<file path="src/rtl/frac_baud_pkg.sv">
package frac_baud_pkg;
    localparam int OS_FULL = 16;
    localparam int OS_HALF = 8;
    localparam int PH_W    = $clog2(OS_FULL);
endpackage

</file>
<file path="src/rtl/frac_baud_cfg.sv">
module frac_baud_cfg #(
    parameter int DIV_W  = 16,
    parameter int FRAC_W = 4,
    localparam int INT_W = DIV_W - FRAC_W
) (
    input  logic              clk,
    input  logic              rst_n,
    input  logic              en,
    input  logic [DIV_W-1:0]  divisor,
    input  logic              mode_x8,
    output logic              run,
    output logic [INT_W-1:0]  int_part,
    output logic [FRAC_W-1:0] frac_eff
);
    typedef struct packed {
        logic [DIV_W-1:0] div;
        logic             x8;
    } cfg_t;

    localparam logic [FRAC_W-1:0] LO_MASK = FRAC_W'((1 << (FRAC_W - 1)) - 1);

    cfg_t cfg_d, cfg_q;
    logic same_cfg;

    always_comb begin
        cfg_d.div = divisor;
        cfg_d.x8  = mode_x8;
        int_part  = divisor[DIV_W-1:FRAC_W];
        frac_eff  = mode_x8 ? (divisor[FRAC_W-1:0] & LO_MASK) : divisor[FRAC_W-1:0];
        same_cfg  = (divisor == cfg_q.div) && (mode_x8 == cfg_q.x8);
        run       = en && same_cfg && (int_part != '0);
    end

    always_ff @(posedge clk or negedge rst_n) begin
        if (!rst_n) cfg_q <= '0;
        else        cfg_q <= cfg_d;
    end
endmodule

</file>
<file path="src/rtl/frac_baud_acc.sv">
module frac_baud_acc #(
    parameter int DIV_W  = 16,
    parameter int FRAC_W = 4,
    localparam int INT_W = DIV_W - FRAC_W,
    localparam int CNT_W = INT_W + 1
) (
    input  logic              clk,
    input  logic              rst_n,
    input  logic              run,
    input  logic              mode_x8,
    input  logic [INT_W-1:0]  int_part,
    input  logic [FRAC_W-1:0] frac_eff,
    output logic              hit,
    output logic              tick
);
    typedef struct packed {
        logic [CNT_W-1:0]  cnt;
        logic [FRAC_W-1:0] acc;
        logic              ext;
        logic              tick;
    } acc_t;

    localparam logic [FRAC_W-1:0] LO_MASK = FRAC_W'((1 << (FRAC_W - 1)) - 1);
    localparam acc_t ACC_RST = '{cnt: CNT_W'(1), acc: '0, ext: 1'b0, tick: 1'b0};

    acc_t st_d, st_q;
    logic [FRAC_W:0]   sum;
    logic              carry;
    logic [FRAC_W-1:0] acc_nxt;
    logic [CNT_W-1:0]  target;

    always_comb begin
        sum     = {1'b0, st_q.acc} + {1'b0, frac_eff};
        carry   = mode_x8 ? sum[FRAC_W-1] : sum[FRAC_W];
        acc_nxt = mode_x8 ? (sum[FRAC_W-1:0] & LO_MASK) : sum[FRAC_W-1:0];
        target  = {1'b0, int_part} + CNT_W'(st_q.ext);
        hit     = run && (st_q.cnt == target);

        st_d      = st_q;
        st_d.tick = hit;
        if (!run) begin
            st_d.cnt = CNT_W'(1);
            st_d.acc = '0;
            st_d.ext = 1'b0;
        end else if (hit) begin
            st_d.cnt = CNT_W'(1);
            st_d.acc = acc_nxt;
            st_d.ext = carry;
        end else begin
            st_d.cnt = st_q.cnt + CNT_W'(1);
        end
    end

    always_ff @(posedge clk or negedge rst_n) begin
        if (!rst_n) st_q <= ACC_RST;
        else        st_q <= st_d;
    end

    assign tick = st_q.tick;
endmodule

</file>
<file path="src/rtl/frac_baud_phase.sv">
module frac_baud_phase
    import frac_baud_pkg::*;
(
    input  logic clk,
    input  logic rst_n,
    input  logic run,
    input  logic mode_x8,
    input  logic hit,
    output logic strobe
);
    typedef struct packed {
        logic [PH_W-1:0] ph;
        logic            strobe;
    } ph_t;

    ph_t ph_d, ph_q;
    logic [PH_W-1:0] last;

    always_comb begin
        last        = mode_x8 ? PH_W'(OS_HALF - 1) : PH_W'(OS_FULL - 1);
        ph_d        = ph_q;
        ph_d.strobe = 1'b0;
        if (!run) begin
            ph_d.ph = '0;
        end else if (hit) begin
            ph_d.strobe = (ph_q.ph == last);
            ph_d.ph     = (ph_q.ph == last) ? '0 : ph_q.ph + PH_W'(1);
        end
    end

    always_ff @(posedge clk or negedge rst_n) begin
        if (!rst_n) ph_q <= '0;
        else        ph_q <= ph_d;
    end

    assign strobe = ph_q.strobe;
endmodule

</file>
<file path="src/rtl/frac_baud_gen.sv">
module frac_baud_gen #(
    parameter int DIV_W  = 16,
    parameter int FRAC_W = 4
) (
    input  logic             clk,
    input  logic             rst_n,
    input  logic             en,
    input  logic [DIV_W-1:0] divisor,
    input  logic             mode_x8,
    output logic             os_tick,
    output logic             bit_strobe
);
    localparam int INT_W = DIV_W - FRAC_W;

    logic              run;
    logic              hit;
    logic [INT_W-1:0]  int_part;
    logic [FRAC_W-1:0] frac_eff;

    frac_baud_cfg #(.DIV_W(DIV_W), .FRAC_W(FRAC_W)) u_cfg (
        .clk(clk), .rst_n(rst_n), .en(en), .divisor(divisor), .mode_x8(mode_x8),
        .run(run), .int_part(int_part), .frac_eff(frac_eff)
    );

    frac_baud_acc #(.DIV_W(DIV_W), .FRAC_W(FRAC_W)) u_acc (
        .clk(clk), .rst_n(rst_n), .run(run), .mode_x8(mode_x8),
        .int_part(int_part), .frac_eff(frac_eff), .hit(hit), .tick(os_tick)
    );

    frac_baud_phase u_phase (
        .clk(clk), .rst_n(rst_n), .run(run), .mode_x8(mode_x8),
        .hit(hit), .strobe(bit_strobe)
    );
endmodule

</file>
<file path="config.mk">
export PLATFORM = sky130hd
export DESIGN_NAME = frac_baud_gen
export DESIGN_NICKNAME = d
export VERILOG_FILES = /design/src/rtl/frac_baud_pkg.sv /design/src/rtl/frac_baud_cfg.sv /design/src/rtl/frac_baud_acc.sv /design/src/rtl/frac_baud_phase.sv /design/src/rtl/frac_baud_gen.sv
export SDC_FILE = /design/constraint.sdc
export NUM_CORES = 1
export LEC_CHECK = 0
export ABC_CLOCK_PERIOD_IN_PS = 2800
export CAP_MARGIN = 20
export CORE_MARGIN = 4
export CORE_UTILIZATION = 39
export CTS_CLUSTER_SIZE = 16
export DETAILED_ROUTE_END_ITERATION = 7
export DONT_BUFFER_PORTS = 1
export PLACE_DENSITY = 0.55
export SLEW_MARGIN = 20
export SYNTH_ARGS = -nofsm -noshare
export SYNTH_HDL_FRONTEND = slang
export SYNTH_SLANG_ARGS = --single-unit
</file>
<file path="constraint.sdc">
create_clock -name clk -period 2.8 [get_ports clk]
set_input_delay 0.42 -clock clk [delete_from_list [all_inputs] [get_ports clk]]
set_output_delay 0.42 -clock clk [all_outputs]
set_load 0.01 [all_outputs]
</file>
==> results of run 1 <==
==> registers in the layout (all words and copies together) (netlist names) <==
register / flops
u_acc.st_q: 18
u_cfg.cfg_q: 17
u_phase.ph_q: 4
u_acc.tick: 1
u_phase.strobe: 1
==> logic make-up (layout without fill, tap and decap cells) <==
group / Yosys count / after routing / share of synthesized area (%)
compound gates: 41 / 41 / 13.6
xor+xnor: 46 / 46 / 17.4
fa+ha+maj: 9 / 9 / 5.08
simple gates: 77 / 77 / 17.9
flops: 41 / 41 / 43.5
buf+inv: 14 / 20 / 2.54
==> report_power, final <==
| group | internal (mW) | total [mW] | leakage [nW] | switching (mW) |
|---|---|---|---|---|
| clock | 0.173 | 0.374 | 0.0450 | 0.201 |
| combinational | 0.0389 | 0.0837 | 0.438 | 0.0449 |
| sequential | 0.604 | 0.610 | 0.530 | 0.00549 |
| total | 0.816 | 1.07 | 1.01 | 0.251 |
==> metrics by stage <==
| stage | total power [mW] | instance area (µm²) | instances | setup WS, ns | utilization (%) |
|---|---|---|---|---|---|
| 5_1_grt | 1.12 | 2560 | 309 | 0.0581 | 43.6 |
| 6_report | 1.07 | 2560 | 309 | 0.227 | 43.6 |
| 2_1_floorplan | 0.686 | 2360 | 228 | 0.347 | - |
| 3_3_place_gp | 0.689 | 2450 | 299 | 0.226 | 41.7 |
| 4_1_cts | 1.09 | 2560 | 309 | 0.191 | 43.6 |
| 3_5_place_dp | 0.690 | 2450 | 299 | 0.176 | 41.7 |
==> worst max-delay path, stage by stage (launching register included) <==
cell	delay (ns)
dfrtp_1	0.40
ha_1	0.22
ha_1	0.23
and3_1	0.22
a2111oi_0	0.37
a31o_1	0.21
o2111ai_4	0.20
or4_1	0.50
a21oi_1	0.15
==> layer usage <==
metal	track usage, %	vias up	part of all wire (%)
met1	20.8	842	45
met3	3.94	5	4.2
met4	4.03	0	1.1
li1	-	823	-
met5	0	-	0
met2	23.2	32	50
==> worst paths after layout <==
check,start,endpoint,depth (start not counted)
worst min register to register,u_acc.st_q[6],u_acc.st_q[6],1
min in group asynchronous,rst_n,u_acc.st_q[2],2
worst min-delay path,divisor[0],u_cfg.cfg_q[1],0
max in group asynchronous,rst_n,u_acc.st_q[6],2
worst max-delay path,u_acc.st_q[1],u_acc.st_q[5],8
worst max register to register,u_acc.st_q[1],u_acc.st_q[5],8
==> synthesized netlist by cell type <==
master | instances | area share [%]
buf_2 | 6 | 1.3
a21o_1 | 3 | 0.95
nor2b_1 | 3 | 0.79
o31ai_1 | 2 | 0.64
xor2_1 | 16 | 5.9
o2111a_1 | 1 | 0.48
dfrtp_1 | 40 | 42
nor2_1 | 14 | 2.2
inv_1 | 5 | 0.79
or4_1 | 2 | 0.64
o211ai_1 | 1 | 0.32
ha_1 | 8 | 4.2
or2_2 | 1 | 0.26
xor2_2 | 1 | 0.69
a31o_1 | 1 | 0.37
and2_1 | 3 | 0.79
and3_2 | 1 | 0.32
and3_1 | 8 | 2.1
a311oi_1 | 1 | 0.37
nand3_1 | 15 | 3.2
nand2_1 | 9 | 1.4
nand3_2 | 1 | 0.42
o22a_1 | 1 | 0.37
dfstp_2 | 1 | 1.1
or3_1 | 1 | 0.26
a211oi_1 | 2 | 0.64
o2111ai_4 | 1 | 1.1
nor3_1 | 3 | 0.64
fa_1 | 1 | 0.85
a211oi_4 | 1 | 0.85
or3_4 | 1 | 0.48
o21ai_0 | 10 | 2.1
o22ai_2 | 1 | 0.53
xnor2_1 | 29 | 11
a2111oi_4 | 1 | 1.2
clkbuf_1 | 3 | 0.48
a2111oi_0 | 1 | 0.37
o221a_1 | 1 | 0.48
nor4_2 | 1 | 0.53
a21boi_0 | 1 | 0.32
a21oi_1 | 12 | 2.5
nand4b_1 | 1 | 0.37
nand4_1 | 6 | 1.6
nor4_1 | 7 | 1.9
==> layout make-up <==
| type | instances | area, µm² | share of cell area, % |
|---|---|---|---|
| clock buffers | 6 | 72.6 | 2.83 |
| clock inverters | 2 | 10.0 | 0.390 |
| inverters | 5 | 18.8 | 0.732 |
| multi-input cells | 173 | 1270 | 49.7 |
| flip-flops and latches | 41 | 1030 | 40.0 |
| well taps | 75 | 93.8 | 3.66 |
| repair buffers | 7 | 67.6 | 2.63 |
==> impl_metrics.py, run 1 <==
metrics = {
    "logic_synthesis": {
        "ys_seq_elements": 41,
        "synth_cells": 228,
        "yosysWarnings": 0,
        "syn_area_um2": 2360,
        "synth.distinct_cells": 44,
        "ys_seq_area_share_pct": 43.5,
        "syn_avg_cell_area_um2": 10.4,
        "synth_nets": 257,
    },
    "clock_network": {
        "post_cts_buffers": 0,
        "tritoncts": "yes",
        "ctsResizeCount": 0,
        "clk_pin_slew_ns": 0.08,
        "cts_buffer_depth": 2,
        "cts_buffers": 5,
        "root_buffer": "clkbuf_8",
        "worstSkewPairLatency_ns": 0.29,
        "cts_sinks": 41,
        "ctsHoldBuffers": 2,
        "h-tree-depth": 2,
    },
    "placement": {
        "dp_hpwl_um": 3820,
        "io_buffers": 0,
        "place_congestion": 0.911,
    },
    "worst_setup_path": {
        "cp.arrival_ns": 2.79,
        "regToRegSetupSlack_ns": 0.23,
        "endpoint_kind": "register",
        "required_ns": 3.02,
        "setup.worst_path.start_class": "register",
        "crit_type": "reg2reg",
        "worst-path-max-fanout": 10,
    },
    "floorplanning": {
        "io_pins": 22,
        "dieArea_um2": 7370,
        "rows": 28,
        "dieHeight_um": 85.8,
        "start_util_pct": 40.1,
        "die_w_um": 85.8,
        "core_um2": 5890,
    },
    "detailed_routing": {
        "routed_via_density": 5.51,
        "drc_errors": 0,
        "firstDrtPassIters": 4,
        "antenna_left": 0,
        "drtIter0Drc": 146,
        "routed_wl_um": 5020,
        "wl_per_cell_um": 16.3,
        "dr_total_vias": 1702,
    },
    "sta": {
        "relSlewSlack_pct": 72.1,
        "grt_setup_unrepaired": "no",
        "hold_viol": 0,
        "max_clock_freq_ghz": 0.389,
        "hold_ws_ns": 0.149,
        "setup_viol": 0,
        "slew_viol_final": 0,
        "period_share_pct": 91.9,
        "tns_ns": 0,
        "worst_clock_skew_ns": 0.00502,
        "worstMarginPinSlew_ns": 0.418,
        "final.min_clock_period_ns": 2.57,
    },
    "power_and_ir_drop": {
        "p_per_area_nw_per_um2": 416,
        "ir_worst_vdd_v": 0.000133,
        "leakage_nw": 1.01,
    },
    "cells_and_area": {
        "final_common_cell": "dfrtp_1",
        "diodes": 0,
        "layout_common_cells": "dfrtp_1, xnor2_1, xor2_1, nand3_1, nor2_1",
        "area_growth_pct": 8.58,
        "fill_cells": 571,
        "nets": 262,
        "drive_above_1_share_pct": 10.3,
    },
    "worst_hold_path": {
        "min_path_type": "in2reg",
    },
    "grt": {
        "grt_overflow": 0,
        "grt_antenna_before_repair": 0,
        "first_global_vias": 1705,
        "grt_pass1_wl_um": 8670,
        "grt_max_degree": 42,
        "grt_usage_pct": 15.0,
    },
    "run_status": {
        "status": "finished, final reports clean",
    },
    "flow_run": {
        "max-cap-violations": 0,
    },
}
Note: power is estimated with default switching activity, not from simulation.
==> run 2: changes to the inputs <==
--- a/config.mk
+++ b/config.mk
@@ -12,7 +12,9 @@
 export CTS_CLUSTER_SIZE = 16
 export DETAILED_ROUTE_END_ITERATION = 7
 export DONT_BUFFER_PORTS = 1
-export PLACE_DENSITY = 0.55
+export GPL_ROUTABILITY_DRIVEN = 0
+export PLACE_DENSITY = 0.6
+export REMOVE_ABC_BUFFERS = 1
 export SLEW_MARGIN = 20
 export SYNTH_ARGS = -nofsm -noshare
 export SYNTH_HDL_FRONTEND = slang
==> impl_metrics.py, run 2 (synthesized netlist as in run 1, its figures left out) <==
metrics = {
    "sta": {
        "hold_viol": 0,
        "tns_ns": 0,
        "max_clock_freq_ghz": 0.384,
        "worstMarginPinSlew_ns": 0.367,
        "final.min_clock_period_ns": 2.60,
        "setup_slack_ns": 0.197,
        "grt_setup_unrepaired": "no",
        "hold_ws_ns": 0.150,
        "worst_clock_skew_ns": 0.00355,
        "setup_viol": 0,
        "relSlewSlack_pct": 74.9,
        "period_share_pct": 93.0,
        "slew_viol_final": 0,
    },
    "clock_network": {
        "post_cts_buffers": 0,
        "worstSkewPairLatency_ns": 0.29,
        "cts_buffers": 5,
        "clk_pin_slew_ns": 0.08,
        "ctsHoldBuffers": 2,
        "cts_buffer_depth": 2,
        "tritoncts": "yes",
        "root_buffer": "clkbuf_8",
        "h-tree-depth": 2,
        "cts_sinks": 41,
        "ctsResizeCount": 0,
    },
    "floorplanning": {
        "rows": 28,
        "io_pins": 22,
        "die_w_um": 85.8,
        "dieHeight_um": 85.8,
        "core_um2": 5890,
        "start_util_pct": 40.1,
        "dieArea_um2": 7370,
    },
    "cells_and_area": {
        "area_growth_pct": 9.69,
        "final_common_cell": "dfrtp_1",
        "largest_register": "u_acc.st_q",
        "fin_cells": 308,
        "top_regs": "u_acc.st_q (18), u_cfg.cfg_q (17), u_phase.ph_q (4)",
        "nets": 261,
        "drive_above_1_share_pct": 9.87,
        "layout_common_cells": "dfrtp_1, xnor2_1, xor2_1, nand3_1, nor2_1",
        "diodes": 0,
        "largest_reg_flops": 18,
    },
    "worst_setup_path": {
        "crit_type": "reg2reg",
        "worst-path-max-fanout": 10,
        "endpoint_kind": "register",
        "r2r_end": "u_acc.st_q[5]",
        "cp.arrival_ns": 2.82,
        "regToRegSetupSlack_ns": 0.20,
        "r2r_cells": 8,
        "reg2reg_from": "u_acc.st_q[1]",
        "required_ns": 3.02,
        "setup.worst_path.start_class": "register",
    },
    "power_and_ir_drop": {
        "ir_worst_vdd_v": 0.000178,
        "p_per_area_nw_per_um2": 456,
        "leakage_nw": 1.02,
        "power.total_mw": 1.18,
    },
    "worst_hold_path": {
        "min_path_type": "in2reg",
        "hold_depth": 0,
        "worstHoldEndpoint": "u_cfg.cfg_q[2]",
        "worstHoldStart": "divisor[1]",
    },
    "detailed_routing": {
        "drtIter0Drc": 108,
        "wl_per_cell_um": 16.2,
        "routed_wl_um": 4990,
        "antenna_left": 0,
        "routed_via_density": 5.49,
        "dr_total_vias": 1691,
        "drc_errors": 0,
        "firstDrtPassIters": 4,
    },
    "grt": {
        "grt_overflow": 0,
        "first_global_vias": 1731,
        "grt_pass1_wl_um": 8330,
        "grt_antenna_before_repair": 0,
        "grt_max_degree": 42,
        "grt_usage_pct": 14.4,
    },
    "placement": {
        "io_buffers": 0,
        "pre_cts_ws_ns": 0.193,
        "dp_hpwl_um": 3660,
        "dp.cells": 298,
    },
    "flow_run": {
        "max-cap-violations": 0,
    },
    "run_status": {
        "status": "finished, final reports clean",
    },
}
==> run 2: cell count changes in the layout (fill, tap and decap cells not counted) <==
cell       previous run  this run
clkbuf_8              5         6
buf_4                 5         4
clkinv_2              2         0
bufinv_16             0         1
==> run 2: cell type report <==
type	count	area [µm²]
inverters	5	18.8
fillers	580	3290
repair buffers	6	60.1
flip-flops and latches	41	1030
clock buffers	7	86.3
multi-input cells	173	1270
clock inverters	1	30.0
well taps	75	93.8
==> run 2: worst max-delay path: stages, from the launching register on <==
cell,delay (ns)
dfrtp_1,0.39
ha_1,0.22
ha_1,0.22
and3_1,0.22
a2111oi_0,0.38
a31o_1,0.22
o2111ai_4,0.21
or4_1,0.51
a21oi_1,0.15
==> run 2: routing by layer <==
metal / part of all wire [%] / up-vias / global-route usage, %
met5: 0 / - / 0
met4: 2.5 / 0 / 5.90
met3: 4.0 / 11 / 3.07
met2: 47 / 32 / 23.5
met1: 47 / 834 / 18.4
li1: - / 814 / -
==> run 2: through the flow <==
step | cell area (µm²) | utilization, %
finish | 2590 | 44.0
detailed placement | 2440 | 41.5
floorplan | 2320 | -
CTS | 2590 | 44.0
global placement | 2440 | 41.5
global route | 2590 | 44.0
==> run 2: where the power goes <==
| group | total (mW) | switching [mW] | internal, mW |
|---|---|---|---|
| clock network | 0.487 | 0.197 | 0.291 |
| registers | 0.610 | 0.00548 | 0.604 |
| logic | 0.0835 | 0.0446 | 0.0389 |
==> run 2: how the worst max path moves through the flow <==
stage,start,to,slack (ns),cells past startpoint
floorplan,divisor[4],u_acc.st_q[5],0.34,8
CTS,u_acc.st_q[1],u_acc.st_q[5],0.22,8
finish,u_acc.st_q[1],u_acc.st_q[5],0.20,8
global route,u_acc.st_q[1],u_acc.st_q[5],0.02,8
detailed placement,divisor[4],u_acc.st_q[5],0.19,8
global placement,divisor[4],u_acc.st_q[5],0.23,8
